**config.mk**
```make
export PLATFORM = sky130hd
export DESIGN_NAME = sense_status_ctrl
export DESIGN_NICKNAME = d
export VERILOG_FILES = /design/src/rtl/sense_status_pkg.sv /design/src/rtl/sense_rst_sync.sv /design/src/rtl/sense_hold_timer.sv /design/src/rtl/sense_flag_bank.sv /design/src/rtl/sense_snapshot.sv /design/src/rtl/sense_status_ctrl.sv
export SDC_FILE = /design/constraint.sdc
export NUM_CORES = 1
export LEC_CHECK = 0
export BUFFER_PORTS_ARGS = -buffer_cell sky130_fd_sc_hd__buf_2
export CAP_MARGIN = 20
export CORE_MARGIN = 2
export CORE_UTILIZATION = 45
export DETAILED_ROUTE_END_ITERATION = 6
export GPL_ROUTABILITY_DRIVEN = 0
export PLACE_DENSITY_LB_ADDON = 0.08
export SLEW_MARGIN = 5
export SYNTH_ARGS = -nofsm -noshare
export SYNTH_HDL_FRONTEND = slang
export SYNTH_HIERARCHICAL = 1
export SYNTH_SLANG_ARGS = --single-unit
```
**constraint.sdc**
```tcl
create_clock -name clk -period 6.4 [get_ports clk]
set_clock_uncertainty 0.1 [all_clocks]
set_input_delay 0.96 -clock clk [delete_from_list [all_inputs] [get_ports clk]]
set_output_delay 0.96 -clock clk [all_outputs]
set_load 0.05 [all_outputs]
```
**src/rtl/sense_status_pkg.sv**
```systemverilog
package sense_status_pkg;

  // Fixed bit positions of the status word (decoded by the register front end).
  localparam int unsigned SB_BTN   = 7;
  localparam int unsigned SB_READY = 6;
  localparam int unsigned SB_WRDY  = 5;
  localparam int unsigned SB_MAXC  = 4;
  localparam int unsigned SB_FSM   = 3;
  localparam int unsigned SB_OSC   = 2;
  localparam int unsigned SB_TMO   = 1;
  localparam int unsigned SB_REGF  = 0;

  // Sticky event set, one bit per clear-on-read status flag.
  typedef struct packed {
    logic btn;
    logic maxc;
    logic fsm;
    logic osc;
    logic tmo;
    logic regf;
  } sticky_t;

endpackage

```
**src/rtl/sense_rst_sync.sv**
```systemverilog
module sense_rst_sync #(
  parameter int unsigned STAGES = 2
) (
  input  logic clk,
  input  logic rst_n,
  output logic rst_sync_n
);

  logic [STAGES-1:0] sync_q;

  always_ff @(posedge clk or negedge rst_n) begin
    if (!rst_n) sync_q <= '0;
    else        sync_q <= {sync_q[STAGES-2:0], 1'b1};
  end

  assign rst_sync_n = sync_q[STAGES-1];

endmodule

```
**src/rtl/sense_hold_timer.sv**
```systemverilog
module sense_hold_timer #(
  parameter int unsigned HOLD_CYCLES = 32'd2500000000
) (
  input  logic clk,
  input  logic rst_n,
  input  logic btn_i,
  output logic expire_o
);

  localparam int unsigned CW = $clog2(HOLD_CYCLES + 1);
  localparam logic [CW-1:0] LIMIT = CW'(HOLD_CYCLES);

  logic [CW-1:0] cnt_q, cnt_d;
  logic          done_q, done_d;
  logic          at_limit;

  assign at_limit = (cnt_q == LIMIT);
  assign expire_o = btn_i && at_limit && !done_q;

  always_comb begin
    cnt_d  = cnt_q;
    done_d = done_q;
    if (!btn_i) begin
      cnt_d  = '0;
      done_d = 1'b0;
    end else begin
      if (!at_limit) cnt_d = cnt_q + 1'b1;
      if (expire_o)  done_d = 1'b1;
    end
  end

  always_ff @(posedge clk or negedge rst_n) begin
    if (!rst_n) begin
      cnt_q  <= '0;
      done_q <= 1'b0;
    end else begin
      cnt_q  <= cnt_d;
      done_q <= done_d;
    end
  end

  // one expiry per press, and a release restarts the count.
  p_expire_once_r5: assert property (@(posedge clk) disable iff (!rst_n)
    expire_o |=> !expire_o);
  p_release_restart_r5: assert property (@(posedge clk) disable iff (!rst_n)
    !btn_i |=> (cnt_q == '0) && !done_q);

endmodule

```
**src/rtl/sense_flag_bank.sv**
```systemverilog
module sense_flag_bank
  import sense_status_pkg::*;
(
  input  logic    clk,
  input  logic    rst_n,
  input  sticky_t evt_i,
  input  logic    rd_i,
  input  logic    core_ready_i,
  output logic [7:0] word_o,
  output logic    pend_o
);

  sticky_t flags_q, flags_d;
  logic    pend_q, pend_d;
  logic    ready_q;
  logic    any_evt;

  assign any_evt = |evt_i;

  always_comb begin
    flags_d = rd_i ? '0 : flags_q;
    flags_d = flags_d | evt_i;
    pend_d  = (rd_i ? 1'b0 : pend_q) | any_evt;
  end

  always_ff @(posedge clk or negedge rst_n) begin
    if (!rst_n) begin
      flags_q <= '0;
      pend_q  <= 1'b0;
      ready_q <= 1'b1;
    end else begin
      flags_q <= flags_d;
      pend_q  <= pend_d;
      ready_q <= core_ready_i;
    end
  end

  always_comb begin
    word_o           = '0;
    word_o[SB_BTN]   = flags_q.btn;
    word_o[SB_READY] = ready_q;
    word_o[SB_WRDY]  = 1'b0;
    word_o[SB_MAXC]  = flags_q.maxc;
    word_o[SB_FSM]   = flags_q.fsm;
    word_o[SB_OSC]   = flags_q.osc;
    word_o[SB_TMO]   = flags_q.tmo;
    word_o[SB_REGF]  = flags_q.regf;
  end

  assign pend_o = pend_q;

  // a quiet read empties every sticky flag and the pending interrupt.
  p_read_clears_r6: assert property (@(posedge clk) disable iff (!rst_n)
    (rd_i && !any_evt) |=> (word_o[7] == 1'b0) && (word_o[4:0] == 5'd0) && !pend_o);
  // an error arriving with a read survives it.
  p_event_kept_r7: assert property (@(posedge clk) disable iff (!rst_n)
    (rd_i && evt_i.fsm) |=> word_o[SB_FSM] && pend_o);
  // sticky error flags persist without a read.
  p_sticky_hold_r3: assert property (@(posedge clk) disable iff (!rst_n)
    (word_o[SB_REGF] && !rd_i) |=> word_o[SB_REGF]);
  // ready bit tracks its input one edge later.
  p_ready_follow_r10: assert property (@(posedge clk) disable iff (!rst_n)
    1'b1 |=> word_o[SB_READY] == $past(core_ready_i));

endmodule

```
**src/rtl/sense_snapshot.sv**
```systemverilog
module sense_snapshot #(
  parameter int unsigned NCH = 4,
  parameter int unsigned DW  = 12
) (
  input  logic              clk,
  input  logic              rst_n,
  input  logic              rd_i,
  input  logic [NCH-1:0]    btn_i,
  input  logic [NCH*DW-1:0] data_i,
  output logic [NCH-1:0]    snap_btn_o,
  output logic [NCH*DW-1:0] snap_data_o
);

  logic [NCH-1:0]    btn_q, btn_d;
  logic [NCH*DW-1:0] data_q, data_d;

  always_comb begin
    btn_d  = btn_q;
    data_d = data_q;
    if (rd_i) begin
      btn_d  = btn_i;
      data_d = data_i;
    end
  end

  always_ff @(posedge clk or negedge rst_n) begin
    if (!rst_n) begin
      btn_q  <= '0;
      data_q <= '0;
    end else begin
      btn_q  <= btn_d;
      data_q <= data_d;
    end
  end

  assign snap_btn_o  = btn_q;
  assign snap_data_o = data_q;

  // snapshot only moves on a read.
  p_snap_hold_r9: assert property (@(posedge clk) disable iff (!rst_n)
    !rd_i |=> $stable(snap_data_o) && $stable(snap_btn_o));

endmodule

```
**src/rtl/sense_status_ctrl.sv**
```systemverilog
module sense_status_ctrl
  import sense_status_pkg::*;
#(
  parameter int unsigned NCH         = 4,
  parameter int unsigned DW          = 12,
  parameter int unsigned HOLD_CYCLES = 32'd2500000000
) (
  input  logic              clk,
  input  logic              rst_n,
  input  logic [NCH-1:0]    btn_state,
  input  logic [NCH*DW-1:0] chan_data,
  input  logic              res_valid,
  input  logic              err_fsm,
  input  logic              err_osc,
  input  logic              err_reg,
  input  logic              core_ready,
  input  logic              stat_rd,
  input  logic              irq_active_high,
  output logic [7:0]        stat_word,
  output logic              irq_n_or_p,
  output logic [NCH-1:0]    snap_btn,
  output logic [NCH*DW-1:0] snap_data
);

  localparam logic [DW-1:0] POS_MAX = {1'b0, {(DW-1){1'b1}}};
  localparam logic [DW-1:0] NEG_MIN = {1'b1, {(DW-1){1'b0}}};

  logic           rst_sync_n;
  logic [NCH-1:0] expire;
  logic [NCH-1:0] at_rail;
  sticky_t        evt;
  logic           pend;

  sense_rst_sync #(.STAGES(2)) u_rst (
    .clk       (clk),
    .rst_n     (rst_n),
    .rst_sync_n(rst_sync_n)
  );

  for (genvar ch = 0; ch < NCH; ch++) begin : g_chan
    logic [DW-1:0] res;
    assign res         = chan_data[ch*DW +: DW];
    assign at_rail[ch] = (res == POS_MAX) || (res == NEG_MIN);

    sense_hold_timer #(.HOLD_CYCLES(HOLD_CYCLES)) u_timer (
      .clk     (clk),
      .rst_n   (rst_sync_n),
      .btn_i   (btn_state[ch]),
      .expire_o(expire[ch])
    );
  end

  always_comb begin
    evt.btn  = |btn_state;
    evt.maxc = res_valid && (|at_rail);
    evt.fsm  = err_fsm;
    evt.osc  = err_osc;
    evt.tmo  = |expire;
    evt.regf = err_reg;
  end

  sense_flag_bank u_flags (
    .clk         (clk),
    .rst_n       (rst_sync_n),
    .evt_i       (evt),
    .rd_i        (stat_rd),
    .core_ready_i(core_ready),
    .word_o      (stat_word),
    .pend_o      (pend)
  );

  sense_snapshot #(.NCH(NCH), .DW(DW)) u_snap (
    .clk        (clk),
    .rst_n      (rst_sync_n),
    .rd_i       (stat_rd),
    .btn_i      (btn_state),
    .data_i     (chan_data),
    .snap_btn_o (snap_btn),
    .snap_data_o(snap_data)
  );

  assign irq_n_or_p = irq_active_high ? pend : ~pend;

  // any event leaves the pin at its active level on the next edge.
  p_irq_active_r8: assert property (@(posedge clk) disable iff (!rst_sync_n)
    (|evt && $stable(irq_active_high)) |=> (irq_n_or_p == irq_active_high));
  // a rail code with a valid result raises the saturation flag.
  p_rail_flag_r4: assert property (@(posedge clk) disable iff (!rst_sync_n)
    (res_valid && |at_rail) |=> stat_word[SB_MAXC]);
  // a pressed button shows in bit 7 on the next edge.
  p_btn_flag_r2: assert property (@(posedge clk) disable iff (!rst_sync_n)
    (|btn_state) |=> stat_word[SB_BTN]);

endmodule

```
# [Yosys cells after proc, flatten, opt, wreduce, memory -nomap -nowiden]
# Index checks and enable logic that the tools add are counted.
[classes] bitwise_logic=3 n_reduce_logical=21 magnitude_cmp=0 mul=0 n_div=0 n_mux=19 shift=0 addsub=4 eq_ne=20
[op_table] cell="$mux W32" count=8
[op_table] cell="$add A32 B1 Y32 const B" count=4
[op_table] cell="$eq A32 B32 Y1 const B" count=4
[op_table] cell="$eq A12 B11 Y1 const B" count=4
[op_table] cell="$eq A12 B12 Y1 const B" count=4
[op_table] cell="$reduce_or A12 Y1" count=1
[op_table] cell="$reduce_or A4 Y1" count=3
[op_table] cell="$mux W1" count=10
[op_table] cell="$logic_and A1 B1 Y1" count=9
[op_table] cell="$ne A2 B1 Y1 const B" count=4
[op_table] cell="$ne A2 B2 Y1 const B" count=4
[op_table] cell="$mux W6" count=1
[op_table] cell="$or A6 B6 Y6" count=1
[op_table] cell="$logic_not A1 Y1" count=4
[op_table] cell="$logic_or A1 B1 Y1" count=4
[op_table] cell="$not A1 Y1" count=1
[op_table] cell="$or A1 B1 Y1" count=1
[word_totals] inputBits=61 n_memories=0 ram_bits=0 output_inout_bits=61 regBits=194 rom_bits=0 latchBits=0 word_cells=86

# [Logic depth before layout (Yosys ltp)]
[logic_depth] depth_word=6 depth_mapped=8 mapped_depth_nobuf=8

# [Hierarchy]
# Netlist, hierarchy kept.
[by_module_without_submodules] module="sense_hold_timer" seq_area_each_um2=825.8 cells_per_inst=204 n_inst=4 area_each_um2=1886.8
[by_module_without_submodules] module="sense_snapshot" seq_area_each_um2=1301.2 cells_per_inst=110 n_inst=1 area_each_um2=2185.8
[by_module_without_submodules] module="sense_flag_bank" seq_area_each_um2=201.4 cells_per_inst=20 n_inst=1 area_each_um2=289.0
[by_module_without_submodules] module="sense_status_ctrl" seq_area_each_um2=0.0 cells_per_inst=37 n_inst=1 area_each_um2=256.5
[by_module_without_submodules] module="sense_rst_sync" seq_area_each_um2=50.0 cells_per_inst=3 n_inst=1 area_each_um2=53.8

# [Least setup slack after synthesis]
# Ideal clock, no wire load.
[synth_timing] path_type="input to output" from="in irq_active_high" to="out irq_n_or_p" slack_ps=3554 n_path_buf=0 stages=1 arrival_time_ps=1786 path_cell_list="xnor2_1"
[synth_via] elab_chain_len=1
[synth_lines] item="start, declared" line_no="sense_status_ctrl.sv:18" rtl="input logic irq_active_high,"
[synth_lines] item="$mux W1" line_no="sense_status_ctrl.sv:82" rtl="assign irq_n_or_p = irq_active_high ? pend : ~pend;"
[synth_lines] item="end, declared" line_no="sense_status_ctrl.sv:20" rtl="output logic irq_n_or_p,"
# Every way passes these cells.

# [Worst setup path in the final report]
[layout_timing] from="in btn_state[0]" to="reg u_flags.pend_q (netlist: u_flags/pend_o)"
[layout_via] elab_chain_len=4
[layout_lines] item="start, declared" line_no="sense_status_ctrl.sv:10" rtl="input logic [NCH-1:0] btn_state,"
[layout_lines] item="$logic_and A1 B1 Y1 (2 in a row)" line_no="sense_hold_timer.sv:18" rtl="assign expire_o = btn_i && at_limit && !done_q;"
[layout_lines] item="named net expire[0]" line_no="sense_status_ctrl.sv:29" rtl="logic [NCH-1:0] expire;"
[layout_lines] item="$reduce_or A12 Y1" line_no="sense_flag_bank.sv:18" rtl="assign any_evt = |evt_i;"
[layout_lines] item="$or A1 B1 Y1" line_no="sense_flag_bank.sv:23" rtl="pend_d = (rd_i ? 1'b0 : pend_q) | any_evt;"
[layout_lines] item="named net u_flags.pend_d" line_no="sense_flag_bank.sv:14" rtl="logic pend_q, pend_d;"
[layout_lines] item="end signal, assigned" line_no="sense_flag_bank.sv:33" rtl="pend_q <= pend_d;"
[layout_lines] item="end, declared" line_no="sense_flag_bank.sv:14"
# The timed path passes the listed nets, and every way through them passes these cells.
# A chain may end at the register's enable or synchronous reset.

==> summary.md <==
| Metric | Value |
|---|---|
| GR Overflow Total | `0` |
| First-pass DRT Iterations | `7` |
| Crit path required time | `6.60 ns` |
| First DRT Iteration DRCs | `470` |
| Via count | `7867` |
| Mapped Nets | `1055` |
| Largest net degree at the start of global routing | `193` |
| FFs w/ async S/R, synth | `100.0%` |
| Initial Util | `45.78%` |
| Worst path depth | `6` |
| DRC Markers | `0` |
| Via count of the first global-routing pass | `7501` |
| LEAKAGE | `4.664 nW` |
| Post-synth EDFFs | `0` |
| Synth Area in Compound Gates | `7.968%` |
| Worst-path fanout max | `27` |
| Bufs and invs on worst path | `2` |
| Endpoints failing setup | `0` |
| CP max-delay cell | `or4_1` |
| Initial antenna violation count | `0` |
| Number of buffers inserted by hold repair at cts | `0` |
| Setup Fix Bufs, Post-CTS | `0` |
| Fin crit period | `3.087 ns` |
| Simple logic cell fraction of the synthesized area | `25.48%` |
| Status | `finished clean` |
| Slew of the pin with the lowest slew margin | `1.097 ns` |
| First-pass GRT wire length | `38850 um` |
| Fillers | `2072` |
| WL final | `23080 um` |
| Total CTS buffers | `17` |
| Sink Count | `194` |
| Sequential fraction of the synthesis area | `47.00%` |
| Fmax | `324.0 MHz` |
| CTS tree | `done` |
| Clock latency at the later pin of the worst-skew pair | `0.43 ns` |
| HP Class | `in -> async` |
| Total power | `2.751 mW` |
| Largest family of logic cells by synthesized area | `simple AND/OR/NAND/NOR gates` |
| Total track usage | `19.74%` |
| Antenna Cells | `0` |
| H-Tree Level Count | `4` |
| FF+latch area | `4860 um2` |
| Unrepaired setup endpoints after global routing | `no` |
| Arrival time worst endpoint | `3.28 ns` |
| Vias/cell | `5.717` |
| Multi-input gate area | `4936 um2` |
| Final period util | `48.23%` |
| Max Root-Sink Buffers | `2` |
| Syn Inst Count | `986` |
| Clock-pin slew on the worst setup and hold paths | `0.07 ns` |
| Setup TNS | `0 ns` |
| Commonest non-fill, non-tap cells in the layout | `dfrtp_1, buf_2, nand2_1` |
| Setup CP Type | `in -> reg` |
| I/O Buffers | `120` |
| Fin. max-slew vios | `0` |
| DIE AREA | `24190 um2` |
| Row count | `55` |
| Dpl hpwl | `15700 um` |
| Worst setup EP type | `flop` |
| Gates resized, CTS repair | `0` |
| Routed WL per cell | `16.77 um` |
| CP top delay family | `simple AND/OR/NAND/NOR gates` |
| Proportion of synthesized area in mux cells | `9.809%` |
| Slew headroom | `26.90%` |
| Worst IR Drop VDD | `0.1380 mV` |
| Synth Register Bits | `194` |
| Ys flop type | `dfrtp_1` |
| Die W | `155.5 um` |
| Layout cells sized above 1 | `20.71%` |
| Clock Tree Root | `clkbuf_16` |
| Final ANT Viol Nets | `0` |
| Synth warn | `6` |
| Max Cap Viol | `0` |
| CP max stage delay | `0.56 ns` |
| Startpoint Class | `input port` |
| Post-synth cell types | `46` |
| Synth Area in Adders | `0.9688%` |
| Core ar. | `22570 um2` |
| Xor/xnor share of the synthesized area | `3.475%` |
| # IOs | `122` |
| Power per cell area | `238.6 nW/um2` |
| Most common cell after layout, fill and taps aside | `dfrtp_1` |
| Syn avg cell area | `10.48 um2` |
| Worst-path cell chain | `buf_2 -> clkinv_1 -> nor4_1 -> or4_1 -> or4_1 -> a2111o_1` |
| Nets@finish | `1147` |
| Final Hold Viols | `0` |
| Die H | `155.5 um` |
| Worst R2R Path Depth | `8` |
| Area Growth Syn to Fin | `11.56%` |
| Post-Syn Area | `10330 um2` |
| Most used cell, CP | `or4_1` |
-- where the power goes --
group          switching [mW]  internal [mW]  leakage [nW]
clock                   0.472          0.642         0.292
sequential             0.0271           1.27          2.55
combinational           0.238          0.104          1.82
total                   0.737           2.01          4.66
-- cell families after synthesis --
group	Yosys count
AND/OR/NAND/NOR	443
flip-flops	194
AO/OA/AOI/OAI	137
buffers and inverters	85
multiplexers	76
XOR/XNOR	41
adder cells (fa/ha/maj)	8
other	2
-- synth_stat cells (all sizes together) (6+ instances only) --
library cell,count,share of area (%)
nor4b,16,1.4
or3,29,1.9
mux2,52,7.5
o31ai,25,1.8
nor4bb,8,0.78
nand2,72,2.6
nor4,52,3.1
inv,33,1.2
or4,35,2.5
nand4,61,4.3
xnor2,29,2.5
buf,36,3.1
xor2,12,1.0
nand2b,16,0.97
mux2i,24,2.3
and4,20,1.7
o21ai,28,1.4
a21o,6,0.45
nand3,52,2.5
ha,8,0.97
nor2,48,1.7
a21oi,64,3.1
nor3,18,0.87
clkbuf,8,0.29
dfrtp,193,47
-- sequential cells by signal, summed over array words and instances, names as in the netlist --
| signal | cells |
|---|---|
| g_chan.u_timer/cnt_q | 128 |
| u_snap/snap_data_o | 48 |
| u_flags/word_o | 6 |
| g_chan.u_timer/done_q | 4 |
| u_snap/snap_btn_o | 4 |
| u_rst/sync_q | 2 |
| u_flags/pend_o | 1 |
| u_flags/ready_q | 1 |
-- area by class of cell --
type / count / share of cell area, %
inverter: 37 / 1.205
timing repair buffer: 121 / 5.405
tap: 285 / 3.093
clock inverter: 10 / 1.292
clock buffer: 22 / 4.027
sequential: 194 / 42.16
multi-input combinational: 707 / 42.82
-- worst paths after layout --
check / from / endpoint / slack [ns]
worst max-delay path: btn_state[0] / u_flags/pend_o / 3.31
worst min-delay path: rst_n / u_rst/sync_q[1] / 0.20
worst max register to register: g_chan[0].u_timer/cnt_q[0] / u_flags/pend_o / 3.56
worst min register to register: u_rst/sync_q[0] / u_rst/sync_q[1] / 0.26
max in group asynchronous: u_rst/sync_q[1] / g_chan[2].u_timer/cnt_q[31] / 4.98
min in group clk: u_rst/sync_q[0] / u_rst/sync_q[1] / 0.26
-- routing by layer --
layer | wire length, um | GRT usage, % | up-vias | part of all wire [%]
met2 | 10310 | 29.35 | 131 | 45
li1 | - | - | 3880 | -
met5 | 0 | 0 | - | 0
met1 | 11740 | 29.81 | 3835 | 51
met4 | 302 | 4.980 | 0 | 1.3
met3 | 733 | 3.583 | 21 | 3.2
-- stage by stage --
| step | instances | cell area, um2 | setup slack [ns] | hold slack (ns) | utilization, % |
|---|---|---|---|---|---|
| 2_1_floorplan | 986 | 10330 | 0.4955 | 0.2312 | - |
| 3_3_place_gp | 1344 | 10910 | 2.887 | 0.2346 | 48.35 |
| 3_5_place_dp | 1344 | 10910 | 2.842 | 0.2434 | 48.35 |
| 4_1_cts | 1376 | 11530 | 3.304 | 0.1803 | 51.07 |
| 5_1_grt | 1376 | 11530 | 3.207 | 0.1690 | 51.07 |
| 6_report | 1376 | 11530 | 3.313 | 0.2007 | 51.07 |
Note: power is estimated with default switching activity, not from simulation.
